==> config.mk <==
export PLATFORM = sky130hd
export DESIGN_NAME = pwm_gate_drive
export DESIGN_NICKNAME = d
export VERILOG_FILES = /design/src/rtl/pwm_gd_pkg.sv /design/src/rtl/pwm_steer.sv /design/src/rtl/pwm_chop_carrier.sv /design/src/rtl/pwm_gate_stage.sv /design/src/rtl/pwm_gate_drive.sv
export SDC_FILE = /design/constraint.sdc
export NUM_CORES = 1
export LEC_CHECK = 0
export BUFFER_PORTS_ARGS = -buffer_cell sky130_fd_sc_hd__buf_2
export CORE_ASPECT_RATIO = 1.1
export CORE_MARGIN = 4
export CORE_UTILIZATION = 26
export DETAILED_ROUTE_END_ITERATION = 6
export REMOVE_ABC_BUFFERS = 1
export SLEW_MARGIN = 20
export SYNTH_ARGS = -nofsm -noshare
export SYNTH_HDL_FRONTEND = slang
export SYNTH_HIERARCHICAL = 1
export SYNTH_SLANG_ARGS = --single-unit
==> constraint.sdc <==
create_clock -name clk_i -period 4.2 [get_ports clk_i]
set_input_delay 0.21 -clock clk_i [delete_from_list [all_inputs] [get_ports clk_i]]
set_output_delay 0.21 -clock clk_i [all_outputs]
set_load 0.05 [all_outputs]
==> src/rtl/pwm_gd_pkg.sv <==
package pwm_gd_pkg;
  localparam int unsigned PIN_HI = 0;
  localparam int unsigned PIN_LO = 1;

  typedef enum logic {
    POL_ACT_HIGH = 1'b0,
    POL_ACT_LOW  = 1'b1
  } pol_e;

  function automatic logic drive_level(logic active, pol_e pol);
    return active ^ (pol == POL_ACT_LOW);
  endfunction
endpackage

==> src/rtl/pwm_steer.sv <==
module pwm_steer #(
  parameter int unsigned N_PH = 3
) (
  input  logic [N_PH-1:0]   raw_hi_i,
  input  logic [N_PH-1:0]   raw_lo_i,
  input  logic [N_PH-1:0]   xover_i,
  input  logic [2*N_PH-1:0] out_en_i,
  output logic [N_PH-1:0]   sig_hi_o,
  output logic [N_PH-1:0]   sig_lo_o
);
  import pwm_gd_pkg::*;

  for (genvar p = 0; p < N_PH; p++) begin : g_ph
    logic hi_sel, lo_sel;
    // swap first, then mask per destination pin
    assign hi_sel      = xover_i[p] ? raw_lo_i[p] : raw_hi_i[p];
    assign lo_sel      = xover_i[p] ? raw_hi_i[p] : raw_lo_i[p];
    assign sig_hi_o[p] = hi_sel & out_en_i[2*p+PIN_HI];
    assign sig_lo_o[p] = lo_sel & out_en_i[2*p+PIN_LO];
  end
endmodule

==> src/rtl/pwm_chop_carrier.sv <==
module pwm_chop_carrier #(
  parameter int unsigned DIV_W = 8
) (
  input  logic             clk_i,
  input  logic             rst_ni,
  input  logic [DIV_W-1:0] div_i,
  output logic             carrier_o
);
  logic [DIV_W-1:0] cnt_q;
  logic             car_q;
  logic             wrap;

  // >= keeps the counter bounded if the limit is lowered mid-count
  assign wrap = (cnt_q >= div_i);

  always_ff @(posedge clk_i or negedge rst_ni) begin
    if (!rst_ni) begin
      cnt_q <= '0;
      car_q <= 1'b0;
    end else if (wrap) begin
      cnt_q <= '0;
      car_q <= ~car_q;
    end else begin
      cnt_q <= cnt_q + 1'b1;
    end
  end

  assign carrier_o = car_q;

  AST_CAR_HOLD:   assert property (@(posedge clk_i) disable iff (!rst_ni)
                    (cnt_q < div_i) |=> (car_q == $past(car_q)));
  AST_CAR_TOGGLE: assert property (@(posedge clk_i) disable iff (!rst_ni)
                    (cnt_q >= div_i) |=> (car_q != $past(car_q)));
  AST_CNT_WRAP:   assert property (@(posedge clk_i) disable iff (!rst_ni)
                    (cnt_q >= div_i) |=> (cnt_q == '0));
endmodule

==> src/rtl/pwm_gate_stage.sv <==
module pwm_gate_stage #(
  parameter int unsigned N_PH = 3
) (
  input  logic [N_PH-1:0] sig_hi_i,
  input  logic [N_PH-1:0] sig_lo_i,
  input  logic            carrier_i,
  input  logic            chop_hi_en_i,
  input  logic            chop_lo_en_i,
  input  logic            active_low_i,
  input  logic            force_off_i,
  output logic [N_PH-1:0] gate_hi_o,
  output logic [N_PH-1:0] gate_lo_o
);
  import pwm_gd_pkg::*;

  pol_e pol;
  logic hi_gate, lo_gate;

  assign pol     = active_low_i ? POL_ACT_LOW : POL_ACT_HIGH;
  assign hi_gate = ~chop_hi_en_i | carrier_i;
  assign lo_gate = ~chop_lo_en_i | carrier_i;

  for (genvar p = 0; p < N_PH; p++) begin : g_ph
    logic hi_act, lo_act;
    assign hi_act       = sig_hi_i[p] & hi_gate & ~force_off_i;
    assign lo_act       = sig_lo_i[p] & lo_gate & ~force_off_i;
    assign gate_hi_o[p] = drive_level(hi_act, pol);
    assign gate_lo_o[p] = drive_level(lo_act, pol);
  end
endmodule

==> src/rtl/pwm_gate_drive.sv <==
module pwm_gate_drive #(
  parameter int unsigned N_PH  = 3,
  parameter int unsigned DIV_W = 8
) (
  input  logic                clk_i,
  input  logic                rst_ni,
  input  logic [N_PH-1:0]     raw_hi_i,
  input  logic [N_PH-1:0]     raw_lo_i,
  input  logic [N_PH-1:0]     xover_i,
  input  logic [2*N_PH-1:0]   out_en_i,
  input  logic [DIV_W-1:0]    chop_div_i,
  input  logic                chop_hi_en_i,
  input  logic                chop_lo_en_i,
  input  logic                active_low_i,
  input  logic                force_off_i,
  output logic [N_PH-1:0]     gate_hi_o,
  output logic [N_PH-1:0]     gate_lo_o
);
  localparam int unsigned N_PIN = 2 * N_PH;

  logic [N_PH-1:0] sig_hi, sig_lo;
  logic            carrier;

  pwm_steer #(.N_PH(N_PH)) steer_i (
    .raw_hi_i (raw_hi_i),
    .raw_lo_i (raw_lo_i),
    .xover_i  (xover_i),
    .out_en_i (out_en_i),
    .sig_hi_o (sig_hi),
    .sig_lo_o (sig_lo)
  );

  pwm_chop_carrier #(.DIV_W(DIV_W)) carrier_i (
    .clk_i     (clk_i),
    .rst_ni    (rst_ni),
    .div_i     (chop_div_i),
    .carrier_o (carrier)
  );

  pwm_gate_stage #(.N_PH(N_PH)) stage_i (
    .sig_hi_i     (sig_hi),
    .sig_lo_i     (sig_lo),
    .carrier_i    (carrier),
    .chop_hi_en_i (chop_hi_en_i),
    .chop_lo_en_i (chop_lo_en_i),
    .active_low_i (active_low_i),
    .force_off_i  (force_off_i),
    .gate_hi_o    (gate_hi_o),
    .gate_lo_o    (gate_lo_o)
  );

  AST_FORCE_OFF: assert property (@(posedge clk_i) disable iff (!rst_ni)
                   force_off_i |-> ({gate_lo_o, gate_hi_o} == {N_PIN{active_low_i}}));
  AST_PASS_THRU: assert property (@(posedge clk_i) disable iff (!rst_ni)
                   (!force_off_i && !chop_hi_en_i && !chop_lo_en_i && !active_low_i
                    && xover_i == '0 && out_en_i == '1)
                   |-> (gate_hi_o == raw_hi_i && gate_lo_o == raw_lo_i));
  AST_HI_CHOP_OFF: assert property (@(posedge clk_i) disable iff (!rst_ni)
                   (chop_hi_en_i && !carrier)
                   |-> (gate_hi_o == {N_PH{active_low_i}}));
  AST_LO_CHOP_OFF: assert property (@(posedge clk_i) disable iff (!rst_ni)
                   (chop_lo_en_i && !carrier)
                   |-> (gate_lo_o == {N_PH{active_low_i}}));
  AST_EN_MASK: assert property (@(posedge clk_i) disable iff (!rst_ni)
                   (out_en_i == '0) |-> ({gate_lo_o, gate_hi_o} == {N_PIN{active_low_i}}));
endmodule

* Word level (Yosys, flattened, before mapping)
Index checks and enable logic that the tools add are counted.
** Cells by class
- Add/sub/neg operators :: 1
- $mul :: 0
- Divide/modulo/power cells :: 0
- $lt $le $gt $ge :: 1
- Eq/ne operators :: 0
- Shift-type cells :: 0
- Mux-type cells :: 8
- Bitwise gates (word level) :: 30
- Reductions and logical operators :: 0
** Operators with widths (number)
- $and 1x1->1 :: 18
- $add 8x1->8 const B :: 1
- $ge 8x8->1 :: 1
- $mux 8 :: 1
- $mux 1 :: 7
- $xor 1x1->1 :: 6
- $not 1->1 :: 4
- $or 1x1->1 :: 2
** Word-level totals
- Flip-flop bits (word level) :: 9
- Bits in latches :: 0
- Bits in writable memories :: 0
- Memory bits (read-only) :: 0
- Output and inout bits :: 6
- Word-level logic and storage cells :: 42
- Memories :: 0

* Depth between registers and ports, before layout
Gate-level depths: netlist of the first run.
- Depth after elaboration :: 5
- Gate-level depth with buffers :: 7
- Depth with buffers taken out :: 7

* Modules after synthesis
The synthesis of the first run kept the hierarchy.
** Modules (own cells, without submodules)
- pwm_chop_carrier :: instances 1, cells each 59, area an instance 591.8 um2, sequential area each 225.2 um2
- pwm_gate_stage :: instances 1, cells each 15, area an instance 115.1 um2, sequential area each 0.0 um2
- pwm_steer :: instances 1, cells each 12, area an instance 97.6 um2, sequential area each 0.0 um2

* Least setup slack after synthesis of the first run
Ideal clock, no wire load.
- Kind :: reg-to-output
- Start point :: reg carrier_i.car_q, in the netlist carrier_i/carrier_o
- End point :: out gate_hi_o[0]
- Arrival :: 1420 ps
- Required time :: 3990 ps
- Slack :: 2570 ps
- Cell stages (with the launch flop) :: 4
- Buffers on the path :: 0
- Cell sequence :: dfrtp_1 -> nor2b_1 -> nor3b_1 -> xor2_1
** On the way
- Word-level cells in the longest chain between the ends :: 4
** Ends and longest elaborated chain
- start, declared :: line pwm_chop_carrier.sv:10 : logic car_q;
- start signal, assigned :: line pwm_chop_carrier.sv:22 : car_q <= ~car_q;
- $or 1x1->1 :: line pwm_gate_stage.sv:20 : assign hi_gate = ~chop_hi_en_i | carrier_i;
- $and 1x1->1 (2 in series) :: line pwm_gate_stage.sv:25 : assign hi_act = sig_hi_i[p] & hi_gate & ~force_off_i;
- $xor 1x1->1 :: line pwm_gd_pkg.sv:11 : return active ^ (pol == POL_ACT_LOW);
- end, declared :: line pwm_gate_drive.sv:16 : output logic [N_PH-1:0] gate_hi_o,
No other way between the ends.

* Worst setup path after layout of the first run
- Start point :: reg carrier_i.cnt_q[0]
- End point :: reg carrier_i.car_q, in the netlist carrier_i/carrier_o
** On the way
- Word-level cells in the longest chain between the ends :: 1
** Ends and longest elaborated chain
- start, declared :: line pwm_chop_carrier.sv:9 : logic [DIV_W-1:0] cnt_q;
- start signal, assigned :: line pwm_chop_carrier.sv:24 : cnt_q <= cnt_q + 1'b1;
- $ge 8x8->1 :: line pwm_chop_carrier.sv:14 : assign wrap = (cnt_q >= div_i);
No other way between the ends.
A chain may end at the register's enable or synchronous reset.

==> results.md, run 1 <==
* Via density at 4.55
* Worst reg2reg endpoint: carrier_i/carrier_o
* Total grt overflow at 0
* Largest net degree at the start of global routing at 10
* Starting Density at 28.2%
* Max cap viols at 0
* Post-route insts no fill at 157
* Max Fclk at 591 MHz
* DRC viols at 0
* CTS tree: yes
* Synth Register Bits at 9
* Fraction of layout cells with a size suffix above 1 at 33.9%
* Clk Latency, worst-skew pair at 0.26 ns
* Drt wl/cell at 10.0 um
* I/O pins at 35
* Cells after Synth at 86
* Unrepaired setup endpoints after global routing: no
* Die Height at 66.3 um
* Synth Cell Area at 805 um^2
* Layout area overhead at 30.2%
* Final setup viols at 0
* Die width at 61.0 um
* Initial antenna violation count at 0
* CTS max path bufs at 2
* Num CTS Buffers at 3
* Skew final at 0.00596 ns
* Status: complete, no violations
* Relative slew margins at 69.0%
* Core area at 2850 um^2
* Pwr dens at 445 nW/um^2
* Setup slack, reg-to-reg at 2.51 ns
* First-pass GRT wire length at 2600 um
* Vias in the first global route at 683
* Port buffer count at 34
* Register area share after synthesis at 28.0%
* CP Capture Point: carrier_i/carrier_o
* Worst Tran Pin Value at 0.464 ns
* Total power at 0.466 mW
* Drt pass-1 iters at 3
* Filler cell count at 305
* Worst-path clk slew at 0.06 ns
* Inst Count DP at 152
* CP Data Arrival Time at 1.81 ns
* RePlAce Congestion at 0.737
* Endpoints failing hold at 0
* Iter 0 DRT Violations at 17
* Hold Crit Class: input port to async pin
* H-tree level count at 1
* Post-route ant nets at 0
* Maximum vdd ir drop at 0.000288 V
* Vias post-DR at 715
* Synth unique cells at 20
* Post-CTS Setup Bufs at 0
* Syn_area_per_cell at 9.35 um^2
* GRT Util Overall at 8.33%
* Crit Path Category: flop to flop
* Clock Sinks at 9
* Crit end category: flop
* Leak Pwr at 0.587 nW
* Worst Reg-to-Reg Cells at 7
* YS warnings at 6
* Site Rows at 20
* CP max FO at 9
* Tcrit/Tclk final at 40.3%
* Worst hold margin at 0.325 ns
* Reg-to-Reg Start: carrier_i/cnt_q[0]
* Critical path startpoint category: flop
* Die ar. at 4050 um^2
* Max Slew Vio Count at 0
* Tmin final at 1.69 ns
* Total Wirelength at 1580 um
* DPL Wire Length at 1350 um
* Clock root cell: clkbuf_4
* Setup TNS Final at 0 ns
* Worst setup path startpoint: carrier_i/cnt_q[0]
* Fin nets at 163
* Critical path required time at 4.32 ns
* ANT cells at 0
[synth_stat cells]
| library cell | number | area (um^2) |
|---|---|---|
| inv_1 | 10 | 37.5 |
| and3_1 | 2 | 12.5 |
| nor2b_4 | 1 | 13.8 |
| a21oi_2 | 1 | 8.76 |
| a21o_1 | 1 | 7.51 |
| clkbuf_2 | 1 | 5.00 |
| ha_1 | 9 | 113 |
| a21oi_1 | 2 | 10.0 |
| nand2_2 | 1 | 6.26 |
| nor3b_1 | 6 | 45.0 |
| xnor2_1 | 2 | 17.5 |
| o21ai_2 | 1 | 8.76 |
| nor2_1 | 8 | 30.0 |
| o311ai_4 | 1 | 26.3 |
| xor2_1 | 11 | 96.3 |
| nor2b_1 | 8 | 50.1 |
| dfrtp_1 | 9 | 225 |
| nand3_1 | 5 | 25.0 |
| mux2i_1 | 6 | 60.1 |
| nand4_1 | 1 | 6.26 |
[worst min path at each step]
stage / start / endpoint / depth (start not counted)
2_1_floorplan: rst_ni / carrier_i/carrier_o / 0
3_3_place_gp: rst_ni / carrier_i/cnt_q[1] / 1
3_5_place_dp: rst_ni / carrier_i/cnt_q[2] / 1
4_1_cts: rst_ni / carrier_i/cnt_q[4] / 2
5_1_grt: rst_ni / carrier_i/cnt_q[4] / 2
6_report: rst_ni / carrier_i/cnt_q[4] / 2
[worst max-delay path: stages (launching register included)]
cell and delay, ns:
dfrtp_1 0.39, inv_1 0.06, ha_1 0.31, nor2b_4 0.04
o21ai_2 0.14, a21oi_2 0.08, o311ai_4 0.41, xor2_1 0.12
[per-layer routing]
metal,up-vias,routed length (um),global-route usage [%]
li1,362,-,-
met1,318,607,8.41
met2,33,756,16.1
met3,2,202,3.13
met4,0,8,0.813
met5,-,0,0
[where the power goes]
| part | leakage, nW | switching (mW) | total, mW | internal, mW |
|---|---|---|---|---|
| clock | 0.0150 | 0.0280 | 0.0645 | 0.0365 |
| sequential | 0.114 | 0.0426 | 0.167 | 0.124 |
| combinational | 0.459 | 0.131 | 0.234 | 0.103 |
| total | 0.587 | 0.202 | 0.466 | 0.264 |
[kinds of logic after synthesis]
logic type	synth area share (%)
AND/OR/NAND/NOR	23.5
multiplexers	7.47
buffers and inverters	5.29
adder cells (fa/ha/maj)	14.0
XOR/XNOR	14.2
flip-flops	28.0
AO/OA/AOI/OAI	7.62
[through the flow]
step | setup slack [ns] | area (um^2) | util [%]
final | 2.51 | 1050 | 36.7
after global routing | 2.35 | 1050 | 36.7
after CTS | 2.47 | 1050 | 36.7
after detailed placement | 2.47 | 1010 | 35.4
after global placement | 2.52 | 1010 | 35.4
after floorplan | 2.57 | 800 | -
[flip-flops by register name, indices dropped and copies added (netlist names)]
register,count
carrier_i/cnt_q,8
carrier_i/carrier_o,1
[layout make-up]
type	count	area (um^2)	share of cell area [%]
sequential	9	225	21.5
timing repair buffer	35	180	17.2
multi-input combinational	66	537	51.3
tap	33	41.3	3.94
clock buffer	4	26.3	2.51
inverter	10	37.5	3.58
[cells in the final DEF (no fill, tap or decap), drive strengths merged, types with 4 or more instances in the layout]
cell and count:
buf 34, ha 9, xor2 11, mux2i 6, nor2 8, nor2b 9
dfrtp 9, nor3b 6, clkbuf 4, inv 10, nand3 5
[what timing repair did]
item,in CTS,in global routing
gates resized for setup,0,0
hold buffers,1,0
setup endpoints to repair,0,0
endpoints found under the hold margin,9,0
(Power assumes the default switching activity.)
==> inputs of run 2 (changes only) <==
--- a/config.mk
+++ b/config.mk
@@ -5,6 +5,7 @@
 export SDC_FILE = /design/constraint.sdc
 export NUM_CORES = 1
 export LEC_CHECK = 0
+export ABC_AREA = 1
 export BUFFER_PORTS_ARGS = -buffer_cell sky130_fd_sc_hd__buf_2
 export CORE_ASPECT_RATIO = 1.1
 export CORE_MARGIN = 4
==> constraint.sdc (replaced) <==
create_clock -name clk_i -period 1.7 [get_ports clk_i]
set_input_delay 0.085 -clock clk_i [delete_from_list [all_inputs] [get_ports clk_i]]
set_output_delay 0.085 -clock clk_i [all_outputs]
set_load 0.05 [all_outputs]
==> run 2 against run 1 <==
- setup slack got worse by 2.3 ns
- non-clock buffer count unchanged
- critical path depth shrank 1
- cell area increased by 12%
- sequential share of layout area shrank 2.3 points
- cell count grew 49%
- maximum frequency rose by 16%
- worst hold slack worse by 0.12 ns
- global-route usage up 1.1 points
- die area grew 11%
- register-to-register slack got worse by 2.3 ns
==> results.md, run 2 <==
* Sw Pwr at 0.499 mW (+150%)
* Drt pass-1 iters at 4 (+1)
* DPL Wire Length at 1570 um (+17%)
* Most area-consuming cells after synthesis: dfrtp_1 (25%), nand2_1 (20%), ha_1 (12%)
* Hold Crit Class: input port to async pin
* Cell area after layout at 1170 um^2 (+12%)
* Unrepaired setup endpoints after global routing: no
* ANT cells at 0 (unchanged)
* Die Height at 70.0 um (+5.4%)
* Ys flop type: dfrtp_1
* CTS tree: yes
* GRT Util Overall at 9.42% (+1.1 points)
* Num CTS Buffers at 3 (unchanged)
* Footprint of the multi-input gates at 569 um^2 (+6.1%)
* Crit Path Category: flop to flop
* Critical path required time at 1.86 ns (-2.46 ns)
* Most common cell after layout, fill and taps aside: nand2_1
* Tcrit/Tclk final at 85.6% (+45 points)
* Max Fclk at 687 MHz (+16%)
* Setup TNS Final at 0 ns (unchanged)
* Reg-to-Reg Start: carrier_i/cnt_q[7]
* Max Slew Vio Count at 0 (unchanged)
* Register share of total power at 35.5% (-0.3 points)
* First-pass GRT wire length at 3510 um (+35%)
* Crit end category: flop
* Tmin final at 1.46 ns (-0.236 ns)
* CP max FO at 9 (unchanged)
* Core area at 3360 um^2 (+18%)
* Relative slew margins at 83.2% (+14 points)
* Skew final at 0.0105 ns (+0.00450 ns)
* Synth unique cells at 15 (-25%)
* Clock root cell: clkbuf_4
* Vias post-DR at 922 (+29%)
* Starting Density at 27.0% (-1.2 points)
* Final setup viols at 0 (unchanged)
* CP Data Arrival Time at 1.61 ns (-0.20 ns)
* Endpoints failing hold at 0 (unchanged)
* Register area share after synthesis at 24.8% (-3.2 points)
* Pwr dens at 954 nW/um^2 (+110%)
* Largest net degree at the start of global routing at 10 (unchanged)
* Layout area overhead at 29.4%
* Max reg flops at 8 (unchanged)
* CTS max path bufs at 2 (unchanged)
* Clock Sinks at 9 (unchanged)
* Max cap viols at 0 (unchanged)
* DRC viols at 0 (unchanged)
* Site Rows at 22 (+10%)
* Yosys top cell area share at 24.8% (-3.2 points)
* Status: complete, no violations
* Sw Share at 44.6% (+1.3 points)
* RePlAce Congestion at 0.788 (+6.9%)
* Worst Reg-to-Reg Cells at 6 (-1)
* Die width at 64.3 um (+5.4%)
* Drt wl/cell at 7.91 um (-21%)
* Register cell area after layout at 225 um^2 (unchanged)
* Most frequent cells after synthesis: nand2_1 (48), inv_1 (29), nor2_1 (23), dfrtp_1 (9), ha_1 (9)
* I/O pins at 35 (unchanged)
* Worst-path clk slew at 0.06 ns (about the same)
* Cells after Synth at 147 (+71%)
* Maximum vdd ir drop at 0.000779 V (+170%)
* Most common cell in the netlist: nand2_1
* Via density at 3.94 (-13%)
* YS warnings at 6 (unchanged)
* Most flops, register: carrier_i/cnt_q
* Total Wirelength at 1850 um (+18%)
* Combinational share of power at 50.1% (-0.3 points)
* Synth Cell Area at 907 um^2 (+13%)
* Clk Latency, worst-skew pair at 0.26 ns (about the same)
* Clock Power Share at 14.4% (+0.5 points)
* H-tree level count at 1 (unchanged)
* Initial antenna violation count at 0 (unchanged)
* Filler cell count at 407 (+33%)
* Vias in the first global route at 883 (+29%)
* Port buffer count at 34 (unchanged)
* Ys async rst share at 100% (unchanged)
* Die ar. at 4500 um^2 (+11%)
* Worst reg2reg endpoint: carrier_i/carrier_o
* Leak Pwr at 0.714 nW (+22%)
* Most frequent cells in the layout: nand2_1 (48), buf_2 (34), inv_1 (29)
* Fraction of layout cells with a size suffix above 1 at 25.8% (-8.1 points)
* Post-route ant nets at 0 (unchanged)
* Setup slack, reg-to-reg at 0.24 ns (-2.26 ns)
* Synth Register Bits at 9 (unchanged)
* Cell taking the most area after synthesis: dfrtp_1
* Syn_area_per_cell at 6.17 um^2 (-34%)
* Critical path startpoint category: flop
* Iter 0 DRT Violations at 52 (+35)
* Total grt overflow at 0 (unchanged)
* Post-synth EDFFs at 0 (unchanged)
* Worst Tran Pin Value at 0.253 ns (-0.211 ns)
* Placed cell areas at 1140 um^2 (+12%)
* Fin nets at 225 (+38%)
* Internal at 0.620 mW (+140%)
[run 2: power groups by stage]
stage | clock, mW | sequential [mW] | combinational (mW)
floorplan | 0 | 0.383 | 0.439
global placement | 0 | 0.404 | 0.560
detailed placement | 0 | 0.403 | 0.562
CTS | 0.171 | 0.399 | 0.571
global route | 0.187 | 0.413 | 0.687
finish | 0.162 | 0.397 | 0.561
[run 2: logic make-up after synthesis]
| kind of cell | after synthesis | synth area share [%] |
|---|---|---|
| XOR/XNOR | 6 | 5.79 |
| adder cells (fa/ha/maj) | 9 | 12.4 |
| AND/OR/NAND/NOR | 90 | 42.6 |
| buffers and inverters | 30 | 12.4 |
| AO/OA/AOI/OAI | 3 | 1.93 |
| flip-flops | 9 | 24.8 |
[run 2: final cells by class]
type	count	share of cell area, %
multi-input cells	108	48.5
repair buffers	35	15.4
inverters	30	9.59
clock buffers	4	2.24
flip-flops and latches	9	19.2
well taps	48	5.12
[run 2: layer usage]
metal	track usage, %	routed length (um)	vias up
met1	12.3	863	375
met4	0.704	0	0
li1	-	-	515
met2	15.0	810	32
met5	0	0	-
met3	4.02	178	0
[run 2: through the flow]
step                util, %  instances  setup WS (ns)  power (mW)  hold slack [ns]
finish                 34.9        234          0.244        1.12            0.203
detailed placement     33.9        229          0.243       0.966          -0.0550
floorplan                 -        147          0.356       0.823           -0.211
CTS                    34.9        234          0.235        1.14            0.198
global route           34.9        234         0.0709        1.29            0.222
global placement       33.9        229          0.272       0.964          -0.0539
[run 2: worst max-delay path by stage]
stage / depth (start not counted) / from / slack (ns) / to
2_1_floorplan: 6 / carrier_i/cnt_q[7] / 0.36 / carrier_i/carrier_o
3_3_place_gp: 9 / carrier_i/cnt_q[3] / 0.27 / carrier_i/carrier_o
3_5_place_dp: 9 / carrier_i/cnt_q[3] / 0.24 / carrier_i/carrier_o
4_1_cts: 9 / carrier_i/cnt_q[3] / 0.24 / carrier_i/carrier_o
5_1_grt: 8 / carrier_i/cnt_q[3] / 0.07 / carrier_i/cnt_q[4]
6_report: 6 / carrier_i/cnt_q[7] / 0.24 / carrier_i/carrier_o
[run 2: critical path: stages, from the launching register on]
cell and delay [ns]:
dfrtp_1 0.39, ha_1 0.29, a21o_1 0.19, nor2_2 0.13, nand3_2 0.20, nand2_1 0.10, nand2_1 0.05
[run 2: what timing repair did]
item | 4_1_cts | 5_1_grt
setup buffers | 0 | 0
hold endpoints to repair | 9 | 0
hold buffers | 1 | 0
gates resized for setup | 0 | 0
==> inputs of run 3 (changes only) <==
--- a/config.mk
+++ b/config.mk
@@ -5,7 +5,7 @@
 export SDC_FILE = /design/constraint.sdc
 export NUM_CORES = 1
 export LEC_CHECK = 0
-export ABC_AREA = 1
+export ABC_AREA = 0
 export BUFFER_PORTS_ARGS = -buffer_cell sky130_fd_sc_hd__buf_2
 export CORE_ASPECT_RATIO = 1.1
 export CORE_MARGIN = 4
==> run 3 against run 2 <==
- sequential power hardly changed
- flip-flop and latch count stayed put
- die area is 10% lower
- non-clock buffer count is 3 higher
- clock power hardly changed
- via count is 21% lower
- register-to-register slack worse by 0.14 ns
- global-route usage is 0.51 points lower
- utilization is 2.7 points higher
- first-iteration DRC count is 52% lower
- combinational power is 16% higher
==> results.md, run 3 (synthesized netlist as in run 1, its figures left out) <==
* First-pass GRT wire length at 2750 um (-21%)
* Max Slew Vio Count at 0 (unchanged)
* Initial antenna violation count at 0 (unchanged)
* CTS tree: yes
* Drt wl/cell at 10.6 um (+34%)
* Skew final at 0.000400 ns (-0.0101 ns)
* Unrepaired setup endpoints after global routing: no
* Relative slew margins at 82.2% (-0.97 points)
* Total Wirelength at 1700 um (-8.5%)
* Cell area after layout at 1070 um^2 (-8.5%)
* Final worst slack at 0.108 ns (-0.136 ns)
* Layout area overhead at 33.4%
* Fraction of layout cells with a size suffix above 1 at 36.2% (+10 points)
* Critical path required time at 1.89 ns (+0.03 ns)
* Worst-path clk slew at 0.06 ns (about the same)
* Core Util, Final at 37.6% (+2.7 points)
* Clock Power Share at 13.4% (-1.0 points)
* Register share of total power at 32.7% (-2.8 points)
* Post-CTS Setup Bufs at 0 (unchanged)
* Tmin final at 1.59 ns (+0.136 ns)
* Post-route ant nets at 0 (unchanged)
* Leak Pwr at 0.603 nW (-16%)
* Die width at 61.0 um (-5.1%)
* Final setup viols at 0 (unchanged)
* Worst Reg-to-Reg Cells at 7 (+1)
* Largest net degree at the start of global routing at 10 (unchanged)
* Critical path startpoint category: flop
* CP Data Arrival Time at 1.78 ns (+0.17 ns)
* Maximum vdd ir drop at 0.000583 V (-25%)
* Placed cell areas at 1030 um^2 (-9.1%)
* Via density at 4.58 (+16%)
* Worst hold margin at 0.205 ns (+0.00239 ns)
* Sw Pwr at 0.515 mW (+3.1%)
* Post-route insts no fill at 160 (-32%)
* Combinational share of power at 53.9% (+3.8 points)
* ANT cells at 0 (unchanged)
* Port buffer count at 34 (unchanged)
* Crit end category: flop
* Clock Sinks at 9 (unchanged)
* Total power at 1.21 mW (+7.7%)
* Total grt overflow at 0 (unchanged)
* Place WS at 0.0414 ns (-0.201 ns)
* Site Rows at 20 (-9.1%)
* Most flops, register: carrier_i/cnt_q
* Internal at 0.691 mW (+11%)
* Max reg flops at 8 (unchanged)
* Max Fclk at 628 MHz (-8.5%)
* Most frequent cells in the layout: buf_2 (34), xor2_1 (11), inv_1 (10)
* Die Height at 66.3 um (-5.2%)
* CP max FO at 8 (-1)
* Worst setup path startpoint: carrier_i/cnt_q[2]
* CTS max path bufs at 2 (unchanged)
* Inst Count DP at 155 (-32%)
* Worst Tran Pin Value at 0.266 ns (+0.0123 ns)
* DRC viols at 0 (unchanged)
* Pwr dens at 1120 nW/um^2 (+18%)
* DPL Wire Length at 1460 um (-7.0%)
* Tcrit/Tclk final at 93.6% (+8.0 points)
* Core area at 2850 um^2 (-15%)
* Drt pass-1 iters at 2 (-2)
* Vias post-DR at 732 (-21%)
* Num CTS Buffers at 3 (unchanged)
* Sw Share at 42.7% (-1.9 points)
* GRT Util Overall at 8.91% (-0.51 points)
* Iter 0 DRT Violations at 25 (-52%)
* Crit Path Category: flop to flop
* Setup TNS Final at 0 ns (unchanged)
* Max cap viols at 0 (unchanged)
* Endpoints failing hold at 0 (unchanged)
* Status: complete, no violations
* Reg-to-Reg Start: carrier_i/cnt_q[2]
* Clock root cell: clkbuf_4
* H-tree level count at 1 (unchanged)
* Clk Latency, worst-skew pair at 0.26 ns (about the same)
* Hold Crit Class: input port to async pin
* Die ar. at 4050 um^2 (-10%)
* Most common cell after layout, fill and taps aside: buf_2
* I/O pins at 35 (unchanged)
* Fin nets at 166 (-26%)
* RePlAce Congestion at 0.703 (-11%)
* Vias in the first global route at 698 (-21%)
* Starting Density at 28.2% (+1.2 points)
[run 3: what timing repair did]
action,4_1_cts,5_1_grt
endpoints found under the setup margin,0,7
endpoints found under the hold margin,9,0
gates resized for setup,0,1
hold buffers,1,0
[run 3: worst paths after layout]
check	to	slack (ns)
max	carrier_i/cnt_q[7]	0.11
min	carrier_i/cnt_q[0]	0.20
max reg2reg	carrier_i/cnt_q[7]	0.11
min reg2reg	carrier_i/carrier_o	0.51
max in group asynchronous	carrier_i/cnt_q[6]	1.32
min in group clk_i	carrier_i/carrier_o	0.33
[run 3: metal layers]
| layer | up-vias | GRT usage (%) | share of wire (%) |
|---|---|---|---|
| met2 | 32 | 16.7 | 49 |
| li1 | 371 | - | - |
| met5 | - | 0 | 0 |
| met4 | 0 | 2.44 | 0 |
| met3 | 0 | 3.13 | 12 |
| met1 | 329 | 8.97 | 38 |
[run 3: critical path, stage by stage (launching register included)]
cell,delay (ns)
dfrtp_1,0.38
ha_1,0.30
a21oi_1,0.18
o21ai_2,0.08
a21oi_2,0.19
o311ai_4,0.10
buf_4,0.18
nor2_1,0.10
[run 3: area by class of cell]
type / count / area [um^2]
fill: 310 / 1780
multi-input combinational: 66 / 541
sequential: 9 / 225
timing repair buffer: 38 / 203
tap: 33 / 41.3
inverter: 10 / 37.5
clock buffer: 4 / 26.3
[run 3: power groups by stage]
stage / logic [mW] / clock network (mW) / registers, mW
global placement: 0.631 / 0 / 0.399
global route: 0.723 / 0.183 / 0.416
floorplan: 0.465 / 0 / 0.385
CTS: 0.659 / 0.172 / 0.400
detailed placement: 0.652 / 0 / 0.401
finish: 0.650 / 0.161 / 0.395
